`src/rtl/tmr_pkg.sv`:
```
`timescale 1ns/1ps
package tmr_pkg;
  localparam int DATA_W    = 32;
  localparam int CH_SEL_W  = 2;
  localparam int REG_SEL_W = 3;
  localparam int NUM_CH    = 3;
  localparam int ADDR_W    = CH_SEL_W + REG_SEL_W;

  typedef enum logic [1:0] {
    SRC_SYS  = 2'd0,
    SRC_FAST = 2'd1,
    SRC_SLOW = 2'd2,
    SRC_EXT  = 2'd3
  } clk_src_e;

  // channel register indices
  localparam logic [REG_SEL_W-1:0] REG_MODE   = 3'd0;
  localparam logic [REG_SEL_W-1:0] REG_CMPA   = 3'd1;
  localparam logic [REG_SEL_W-1:0] REG_CMPC   = 3'd2;
  localparam logic [REG_SEL_W-1:0] REG_COUNT  = 3'd3;
  localparam logic [REG_SEL_W-1:0] REG_STATUS = 3'd4;
  localparam logic [REG_SEL_W-1:0] REG_CTRL   = 3'd5;

  // block registers live at channel index 3
  localparam logic [CH_SEL_W-1:0]  BLK_CH     = 2'd3;
  localparam logic [REG_SEL_W-1:0] BREG_CTL   = 3'd0;
  localparam logic [REG_SEL_W-1:0] BREG_MODE  = 3'd1;
  localparam logic [REG_SEL_W-1:0] BREG_TBASE = 3'd2;

  localparam int CTL_START = 0;
  localparam int CTL_STOP  = 1;
  localparam int CTL_TRIG  = 2;
  localparam int MODE_AUTO = 2;
  localparam int MODE_HALT = 3;
  localparam int MODE_W    = 4;

  // count after one tick, for a counter w bits wide
  function automatic logic [DATA_W-1:0] next_count(
    input logic [DATA_W-1:0] cnt,
    input logic [DATA_W-1:0] cmpc,
    input logic              auto_rst,
    input int                w
  );
    logic [DATA_W-1:0] mask;
    mask = (w >= DATA_W) ? '1 : ((DATA_W'(1) << w) - DATA_W'(1));
    if (auto_rst && (cnt == cmpc)) return '0;
    return (cnt + DATA_W'(1)) & mask;
  endfunction
endpackage

```
`src/rtl/tmr_edge_det.sv`:
```
`timescale 1ns/1ps
module tmr_edge_det (
  input  logic clk,
  input  logic rst_n,
  input  logic lvl_i,
  output logic rise_o
);
  logic prev_q;

  always_ff @(posedge clk or negedge rst_n) begin
    if (!rst_n) prev_q <= 1'b0;
    else        prev_q <= lvl_i;
  end

  assign rise_o = lvl_i & ~prev_q;
endmodule

```
`src/rtl/tmr_chan.sv`:
```
`timescale 1ns/1ps
module tmr_chan
  import tmr_pkg::*;
#(
  parameter int W = 16
) (
  input  logic              clk,
  input  logic              rst_n,
  input  logic              sync_i,
  input  logic              mode_we,
  input  logic              cmpa_we,
  input  logic              cmpc_we,
  input  logic              ctl_we,
  input  logic [DATA_W-1:0] wdata,
  input  logic              fast_tick_i,
  input  logic              slow_tick_i,
  input  logic              ext_lvl_i,
  output logic [DATA_W-1:0] cnt_o,
  output logic [DATA_W-1:0] cmpa_o,
  output logic [DATA_W-1:0] cmpc_o,
  output logic [MODE_W-1:0] mode_o,
  output logic              clken_o,
  output logic              flag_o,
  output logic              wave_o,
  output logic              evt_o,
  output logic              trig_o
);
  logic [W-1:0]      cnt_q, cmpa_q, cmpc_q, nxt;
  logic [MODE_W-1:0] mode_q;
  logic              clken_q, flag_q, wave_q, evt_q;
  logic              ext_rise, src_tick, tick, trig, hit_a, hit_c;
  clk_src_e          src;

  tmr_edge_det u_edge (
    .clk   (clk),
    .rst_n (rst_n),
    .lvl_i (ext_lvl_i),
    .rise_o(ext_rise)
  );

  assign src = clk_src_e'(mode_q[1:0]);

  always_comb begin
    unique case (src)
      SRC_SYS:  src_tick = 1'b1;
      SRC_FAST: src_tick = fast_tick_i;
      SRC_SLOW: src_tick = slow_tick_i;
      default:  src_tick = ext_rise;
    endcase
  end

  assign tick  = clken_q & src_tick;
  assign trig  = ctl_we & wdata[CTL_TRIG];
  assign nxt   = W'(next_count(DATA_W'(cnt_q), DATA_W'(cmpc_q), mode_q[MODE_AUTO], W));
  assign hit_a = (nxt == cmpa_q);
  assign hit_c = (nxt == cmpc_q);

  always_ff @(posedge clk or negedge rst_n) begin
    if (!rst_n) begin
      cnt_q   <= '0;
      cmpa_q  <= '0;
      cmpc_q  <= '0;
      mode_q  <= '0;
      clken_q <= 1'b0;
      flag_q  <= 1'b0;
      wave_q  <= 1'b0;
      evt_q   <= 1'b0;
    end else begin
      evt_q <= 1'b0;
      if (mode_we) mode_q <= wdata[MODE_W-1:0];
      if (cmpa_we) cmpa_q <= wdata[W-1:0];
      if (cmpc_we) cmpc_q <= wdata[W-1:0];

      if (sync_i || trig) begin
        cnt_q <= '0;
      end else if (tick) begin
        cnt_q <= nxt;
        if (hit_a)      wave_q <= 1'b1;
        else if (hit_c) wave_q <= 1'b0;
        if (hit_c) begin
          flag_q <= 1'b1;
          evt_q  <= 1'b1;
          if (mode_q[MODE_HALT]) clken_q <= 1'b0;
        end
      end

      if (trig) begin
        flag_q <= 1'b0;
        wave_q <= 1'b0;
      end

      if (ctl_we && wdata[CTL_STOP])       clken_q <= 1'b0;
      else if (ctl_we && wdata[CTL_START]) clken_q <= 1'b1;
    end
  end

  assign cnt_o   = DATA_W'(cnt_q);
  assign cmpa_o  = DATA_W'(cmpa_q);
  assign cmpc_o  = DATA_W'(cmpc_q);
  assign mode_o  = mode_q;
  assign clken_o = clken_q;
  assign flag_o  = flag_q;
  assign wave_o  = wave_q;
  assign evt_o   = evt_q;
  assign trig_o  = trig;
endmodule

```
`src/rtl/tmr_block.sv`:
```
`timescale 1ns/1ps
module tmr_block
  import tmr_pkg::*;
#(
  parameter bit NATIVE32 = 1'b0,
  parameter int CNT_W    = 16
) (
  input  logic              clk,
  input  logic              rst_n,
  input  logic              wr_en,
  input  logic [ADDR_W-1:0] addr,
  input  logic [DATA_W-1:0] wdata,
  output logic [DATA_W-1:0] rdata,
  input  logic              tick_fast_i,
  input  logic              tick_slow_i,
  input  logic [NUM_CH-1:0] ext_clk_i,
  output logic [NUM_CH-1:0] wave_o,
  output logic [NUM_CH-1:0] evt_o,
  output logic [DATA_W-1:0] timebase_o
);
  logic [CH_SEL_W-1:0]  sel_ch;
  logic [REG_SEL_W-1:0] sel_reg;
  logic                 sync_pulse, chain_en, blk_mode_we;

  logic [NUM_CH-1:0] ch_wave, ch_clken, ch_flag, ch_evt, ch_trig, ch_ctl_we;
  logic [NUM_CH-1:0][DATA_W-1:0] ch_cnt, ch_cmpa, ch_cmpc;
  logic [NUM_CH-1:0][MODE_W-1:0] ch_mode;

  assign sel_ch      = addr[ADDR_W-1:REG_SEL_W];
  assign sel_reg     = addr[REG_SEL_W-1:0];
  assign sync_pulse  = wr_en && (sel_ch == BLK_CH) && (sel_reg == BREG_CTL) && wdata[0];
  assign blk_mode_we = wr_en && (sel_ch == BLK_CH) && (sel_reg == BREG_MODE);

  always_ff @(posedge clk or negedge rst_n) begin
    if (!rst_n)           chain_en <= 1'b0;
    else if (blk_mode_we) chain_en <= wdata[0];
  end

  for (genvar i = 0; i < NUM_CH; i++) begin : g_ch
    localparam int W = (i == 0 && NATIVE32) ? 2 * CNT_W : CNT_W;
    logic hit, ext_lvl;

    assign hit          = wr_en && (sel_ch == CH_SEL_W'(i));
    assign ch_ctl_we[i] = hit && (sel_reg == REG_CTRL);

    if (i == 1) begin : g_chain
      assign ext_lvl = chain_en ? ch_wave[0] : ext_clk_i[1];
    end else begin : g_plain
      assign ext_lvl = ext_clk_i[i];
    end

    tmr_chan #(.W(W)) u_chan (
      .clk        (clk),
      .rst_n      (rst_n),
      .sync_i     (sync_pulse),
      .mode_we    (hit && (sel_reg == REG_MODE)),
      .cmpa_we    (hit && (sel_reg == REG_CMPA)),
      .cmpc_we    (hit && (sel_reg == REG_CMPC)),
      .ctl_we     (ch_ctl_we[i]),
      .wdata      (wdata),
      .fast_tick_i(tick_fast_i),
      .slow_tick_i(tick_slow_i),
      .ext_lvl_i  (ext_lvl),
      .cnt_o      (ch_cnt[i]),
      .cmpa_o     (ch_cmpa[i]),
      .cmpc_o     (ch_cmpc[i]),
      .mode_o     (ch_mode[i]),
      .clken_o    (ch_clken[i]),
      .flag_o     (ch_flag[i]),
      .wave_o     (ch_wave[i]),
      .evt_o      (ch_evt[i]),
      .trig_o     (ch_trig[i])
    );
  end

  if (NATIVE32) begin : g_tb_wide
    assign timebase_o = ch_cnt[0];
  end else begin : g_tb_pair
    assign timebase_o = DATA_W'({ch_cnt[1][CNT_W-1:0], ch_cnt[0][CNT_W-1:0]});
  end

  always_comb begin
    rdata = '0;
    if (sel_ch == BLK_CH) begin
      case (sel_reg)
        BREG_MODE:  rdata[0] = chain_en;
        BREG_TBASE: rdata = timebase_o;
        default:    rdata = '0;
      endcase
    end else begin
      case (sel_reg)
        REG_MODE:   rdata = DATA_W'(ch_mode[sel_ch]);
        REG_CMPA:   rdata = ch_cmpa[sel_ch];
        REG_CMPC:   rdata = ch_cmpc[sel_ch];
        REG_COUNT:  rdata = ch_cnt[sel_ch];
        REG_STATUS: rdata = DATA_W'({ch_wave[sel_ch], ch_flag[sel_ch], ch_clken[sel_ch]});
        default:    rdata = '0;
      endcase
    end
  end

  assign wave_o = ch_wave;
  assign evt_o  = ch_evt;
endmodule

```
`config.mk`:
```
export PLATFORM = sky130hd
export DESIGN_NAME = tmr_block
export DESIGN_NICKNAME = d
export VERILOG_FILES = /design/src/rtl/tmr_pkg.sv /design/src/rtl/tmr_edge_det.sv /design/src/rtl/tmr_chan.sv /design/src/rtl/tmr_block.sv
export SDC_FILE = /design/constraint.sdc
export NUM_CORES = 1
export LEC_CHECK = 0
export ABC_AREA = 1
export BUFFER_PORTS_ARGS = -buffer_cell sky130_fd_sc_hd__buf_2
export CAP_MARGIN = 10
export CORE_ASPECT_RATIO = 0.9
export CORE_MARGIN = 4
export CORE_UTILIZATION = 40
export CTS_CLUSTER_SIZE = 14
export DETAILED_ROUTE_END_ITERATION = 10
export PLACE_DENSITY_LB_ADDON = 0.05
export SLEW_MARGIN = 20
export SYNTH_ARGS = -nofsm -noshare
export SYNTH_HDL_FRONTEND = slang
export SYNTH_HIERARCHICAL = 1
export SYNTH_SLANG_ARGS = --single-unit
```
`constraint.sdc`:
```
create_clock -name clk -period 2.39 [get_ports clk]
set_input_delay 0.478 -clock clk [delete_from_list [all_inputs] [get_ports clk]]
set_output_delay 0.478 -clock clk [all_outputs]
set_load 0.03 [all_outputs]
```
## Word level (Yosys, flattened, before mapping)

Index checks and enable logic that the tools add are counted.

| storage, ports and cells | value |
|---|---|
| logic and storage cells | 230 |
| flip-flop bits (word level) | 172 |
| output and inout port bits | 70 |

| operators by class | value |
|---|---|
| magnitude comparators | 1 |
| equality and inequality tests | 29 |
| mux-type cells | 91 |
| reductions and logical operators | 66 |
| add/sub/neg operators | 3 |
| bitwise gates (word level) | 12 |

Operators by type and width:

| kind | number |
|---|---|
| binary-select mux 32 bit (select 2 bit) | 3 |
| two-way mux 16 bit | 12 |
| one-hot mux 32 bit (5 select lines) | 1 |
| == test 16 bit | 9 |
| two-way mux 32 bit | 4 |
| two-way mux 1 bit | 61 |
| adder 16 x 1 -> 16 bit, second input constant | 3 |
| nonzero test 3 bit | 12 |
| two-way mux 31 bit | 1 |
| logical AND 1 bit | 28 |
| AND reduction 3 bit | 6 |
| nonzero test 2 bit | 9 |
| AND reduction 4 bit | 3 |
| == test 2 bit, second input constant | 5 |
| bitwise AND 1 bit | 9 |
| != test 3 bit, second input constant | 3 |
| one-hot mux 1 bit (3 select lines) | 3 |
| binary-select mux 4 bit (select 2 bit) | 1 |
| == test 2 x 1 -> 1 bit, second input constant | 4 |
| zero test 2 bit | 4 |
| binary-select mux 1 bit (select 2 bit) | 3 |
| == test 3 x 2 -> 1 bit, second input constant | 2 |
| == test 3 bit, second input constant | 2 |
| != test 2 x 1 -> 1 bit, second input constant | 3 |
| other kinds (7) | 11 |

## Longest topological paths before layout

| logic depth | value |
|---|---|
| depth after elaboration | 10 |
| mapped depth | 19 |
| depth with buffers taken out | 19 |

## By module

The synthesis kept the hierarchy.

Modules (own cells, without submodules):

| module | area an instance (sq um) | cells an instance | times used |
|---|---|---|---|
| tmr_chan | 3781.1 | 521 | 3 |
| tmr_block | 3034.2 | 692 | 1 |
| tmr_edge_det | 35.0 | 3 | 3 |

## Worst setup path before layout

Ideal clock, no wire load.

| timing path | value |
|---|---|
| kind | register to register |
| start | register g_ch[1].u_chan.cnt_q[0] |
| end | register g_ch[1].u_chan.clken_q |
| slack | 0.119 ns |
| required time | 2.274 ns |
| arrival | 2.154 ns |
| stages on the path, launching flop included | 17 |
| path buffers | 0 |
| cell sequence | dfrtp_1 -> ha_1 -> nand2_1 -> nor3_2 -> nand2_1 -> xor2_1 -> nand2_1 -> nand2_1 -> nand2_1 -> nor2_1 -> nand2_1 -> nor2_1 -> nand2_1 -> nand2_1 -> nand3_1 -> nand2_1 -> nand2_1 |

| on the way | value |
|---|---|
| longest elaborated chain between the ends | 7 |

Ends and longest elaborated chain:

| element | RTL line | source |
|---|---|---|
| start: declaration | tmr_chan.sv:28 | `logic [W-1:0] cnt_q, cmpa_q, cmpc_q, nxt;` |
| start signal: assignment | tmr_chan.sv:77 | `cnt_q <= nxt;` |
| parallel branches: the longest is 3 deep, another holds adder 16 x 1 -> 16 bit | n/a |  |
| two-way mux 16 bit (*) | tmr_pkg.sv:47 | `return (cnt + DATA_W'(1)) & mask;` |
| == test 16 bit (*) | tmr_chan.sv:56 | `assign hit_c = (nxt == cmpc_q);` |
| nonzero test 3 bit (no line) (*) | n/a |  |
| AND reduction 4 bit (no line) (*) | n/a |  |
| end signal: assignment | tmr_chan.sv:64 | `clken_q <= 1'b0;` |
| end signal: assignment | tmr_chan.sv:83 | `if (mode_q[MODE_HALT]) clken_q <= 1'b0;` |
| end signal: assignment | tmr_chan.sv:92 | `if (ctl_we && wdata[CTL_STOP]) clken_q <= 1'b0;` |
| end: declaration | tmr_chan.sv:30 | `logic clken_q, flag_q, wave_q, evt_q;` |

Mark *: on every way between the ends.
A chain may end at the register's enable or synchronous reset.

## Worst setup path in the final report

| timing path | value |
|---|---|
| start | register g_ch[2].u_chan.cnt_q[0] |
| end | register g_ch[2].u_chan.clken_q |

| on the way | value |
|---|---|
| longest elaborated chain between the ends | 7 |

Ends and longest elaborated chain:

| element | RTL line |
|---|---|
| start: declaration | tmr_chan.sv:28 |
| start signal: assignment | tmr_chan.sv:77 |
| parallel branches: the longest is 3 deep, another holds adder 16 x 1 -> 16 bit | n/a |
| two-way mux 16 bit (*) | tmr_pkg.sv:47 |
| == test 16 bit (*) | tmr_chan.sv:56 |
| nonzero test 3 bit (no line) (*) | n/a |
| AND reduction 4 bit (no line) (*) | n/a |
| end signal: assignment | tmr_chan.sv:64 |
| end signal: assignment | tmr_chan.sv:83 |
| end signal: assignment | tmr_chan.sv:92 |
| end: declaration | tmr_chan.sv:30 |

Marks and branches as above.

==> summary.txt <==
Logic synthesis
  • Sequential area share after synthesis: 29.7%
  • Syn Inst Count: 2264
  • Post-synthesis register bit count: 172
  • Avg Cell Area, Syn: 6.40 um2
  • Post-Syn Area: 0.0145 mm2
  • Post-synth cell types: 32
  • Warnings from Yosys: 6

Critical path
  • Arrival @ worst endpoint: 2730 ps
  • Worst EP required: 2730 ps
  • Setup CP Type: flop to flop
  • Largest fanout on the critical path: 12
  • Critical path launch point type: flop
  • Worst setup EP type: flop

Power
  • Sw Pwr: 7.88 mW
  • Total Power: 17.0 mW
  • Clock power share: 18.6%
  • Pleak: 9.32 nW
  • Combinational fraction of design power: 53.7%
  • Worst IR Drop VDD: 0.615 mV
  • PD cells: 936 mW/mm2
  • Cell Int Power: 9.16 mW
  • Part of the power in registers: 27.8%
  • Switching part of the total: 46.2%

Routing
  • Post-route DRC: 0
  • Vias post-DR: 15.4k
  • Via density per instance: 5.02
  • WL per Instance: 19.6 um
  • Starting DRT DRC Count: 1327
  • Routed WL: 59900 um
  • Number of detailed-route iterations in the first pass: 7
  • DRT antenna net count: 0

Timing
  • Fin worst setup slack: -2.72 ps
  • Highest Clock Rate: 418 MHz
  • RSZ-0062 raised after global routing: yes
  • Final hold vios: 0
  • Endpoints failing setup: 1
  • Max Transition Viols Final: 0
  • Slew @ Worst Pin: 759 ps
  • WHS: 144 ps
  • Final Critical Period: 2390 ps
  • Clock skew: 14.3 ps
  • Relative slew margins: 48.8%
  • Final period utilization: 100%

CTS
  • Total CTS buffers: 17
  • Max Root-Sink Buffers: 2
  • Clock Latency Late Sink: 450 ps
  • Root buf cell: clkbuf_16
  • H-tree Lvls: 4
  • TritonCTS clock tree: built
  • Clock sink count: 172
  • Reg clk slew, reported paths: 70 ps

GRT
  • Initial antenna violation count: 2
  • Met1 GRT Util: 44.3%
  • First-pass GRT wire length: 88400 um
  • GRT met3 Usage: 5.38%
  • Met2 usage: 43.0%
  • Largest net degree at the start of global routing: 47
  • Tot GR Track Use: 29.4%
  • Most used routing layer: met1
  • Grt ovf: 0
  • Vias in the first global route: 14.1k

Status
  • Failing checks: setup timing
  • Status: finished with violations

Final layout
  • Antenna diodes: 0
  • Fillers: 3667
  • Syn-to-layout area delta: 25.6%
  • Core Util, Final: 51.4%
  • Final instance area: 0.0182 mm2
  • Most common cell after layout, fill and taps aside: nand2_1
  • Commonest cells after routing, fill and taps aside: 835 x nand2_1, 252 x buf_4, 222 x nand3_1, 175 x inv_1, 158 x dfrtp_1
  • Final-stage net count: 2627
  • Layout cells sized above 1: 25.5%

Floorplanning
  • I/O pins: 115
  • DIE WIDTH: 209 um
  • Starting Density: 40.9%
  • Die area: 0.0393 mm2
  • Core area: 0.0354 mm2
  • Die height: 189 um
  • Cell Rows: 65

Placement
  • HPWL after DPL: 46200 um
  • Area post-placement: 0.0168 mm2
  • PortBufs: 98
  • Routability cong.: 0.958
  • Pre-CTS WS: -139 ps

Run
  • Max cap viols: 0

Worst hold path
  • Min-delay worst type: input pin to flop
-- metal layers --
layer / vias to the layer above / wire, um / part of all wire, %
met3: 73 / 3940 / 6.6
met2: 467 / 25200 / 42
met1: 7269 / 28900 / 48
li1: 7539 / - / -
met5: - / 21 / 0.035
met4: 4 / 1800 / 3.0
-- through the flow --
| step | std cells | TNS (ps) |
|---|---|---|
| global route | 3061 | -999 |
| finish | 3061 | -2.72 |
| global placement | 3009 | -544 |
| floorplan | 2405 | 0 |
| CTS | 3043 | -25.8 |
| detailed placement | 3009 | -630 |
-- synth_stat cells (all sizes together) --
cell,count,area [um2]
inv,207,777
clkbuf,30,113
mux2,24,270
a21oi,10,50.1
o22ai,54,338
nor2,178,769
o311ai,3,26.3
o21ai,106,531
nand3,255,1420
nand4,40,250
nor3,16,100
buf,194,1430
nand2,909,3530
conb,3,11.3
xor2,54,495
ha,3,37.5
a211oi,3,22.5
dfrtp,172,4300
clkinv,3,11.3
-- worst max-delay path: stages, from the launching register on --
cell     delay, ps
dfrtp_1        410
buf_4          150
nand2_1         60
nand2_1         60
nor2_2         100
nand2_1         70
nor2_2         130
buf_4          130
nand3_4         80
buf_6          170
nand3_1         70
nand2_1        130
nor2_1         130
nand2_1         90
nor2_2         150
nand2_4        110
nand2_1         70
nand3_1         60
nand2_1         60
nand2_1         40
-- layout make-up --
class	count	area (um2)	area share, %
clock buffer	20	457	2.51
tap	469	587	3.23
clock inverter	12	185	1.02
inverter	210	788	4.33
timing repair buffer	379	3120	17.2
multi-input combinational	1799	8730	48.0
sequential	172	4320	23.8
-- kinds of logic after synthesis --
family	after synthesis	share of synthesized area (%)
simple gates	1398	41.9
buf+inv	434	16.1
compound gates	176	6.68
flops	172	29.7
xor+xnor	54	3.42
mux	24	1.87
fa+ha+maj	3	0.259
other cells	3	0.0777
-- sequential cells by signal (all words and copies together), names as in the netlist --
name                       cells
chain_en                       1
g_ch.u_chan/cmpc_q            48
g_ch.u_chan/cnt_q             48
g_ch.u_chan/evt_o              3
g_ch.u_chan/clken_o            3
g_ch.u_chan/flag_o             3
g_ch.u_chan/wave_o             3
g_ch.u_chan/cmpa_q            48
g_ch.u_chan/u_edge/prev_q      3
g_ch.u_chan/mode_o            12
-- power by group through the flow --
stage | registers, mW | logic, mW | clock network, mW
after floorplan | 4.93 | 4.41 | 0
after global placement | 4.73 | 8.45 | 0
after detailed placement | 4.75 | 8.50 | 0
after CTS | 4.70 | 8.57 | 3.21
after global routing | 4.85 | 9.91 | 3.34
final | 4.73 | 9.14 | 3.16
-- worst paths after layout --
check	startpoint	endpoint	slack, ps	cells after the start
setup / recovery	g_ch[2].u_chan/cnt_q[0]$_DFFE_PN0P_	g_ch[2].u_chan/clken_o$_DFFE_PN0P_	-3	19
hold / removal	ext_clk_i[2]	g_ch[2].u_chan/u_edge/prev_q$_DFF_PN0_	140	1
setup reg to reg	g_ch[2].u_chan/cnt_q[0]$_DFFE_PN0P_	g_ch[2].u_chan/clken_o$_DFFE_PN0P_	-3	19
hold reg to reg	g_ch[0].u_chan/clken_o$_DFFE_PN0P_	g_ch[0].u_chan/clken_o$_DFFE_PN0P_	530	2
max in group asynchronous	rst_n	g_ch[2].u_chan/cnt_q[7]$_DFFE_PN0P_	1170	3
min in group asynchronous	rst_n	g_ch[1].u_chan/cnt_q[0]$_DFFE_PN0P_	550	2
-- timing repair --
item | in CTS | in global routing
endpoints found under the hold margin | 27 | 0
gates resized for setup | 15 | 135
pin swaps | 1 | 32
gates cloned | 0 | 4
setup endpoints to repair | 18 | 31
hold buffers | 1 | 0
setup buffers | 1 | 14
Power figures use the tool's default switching activity.
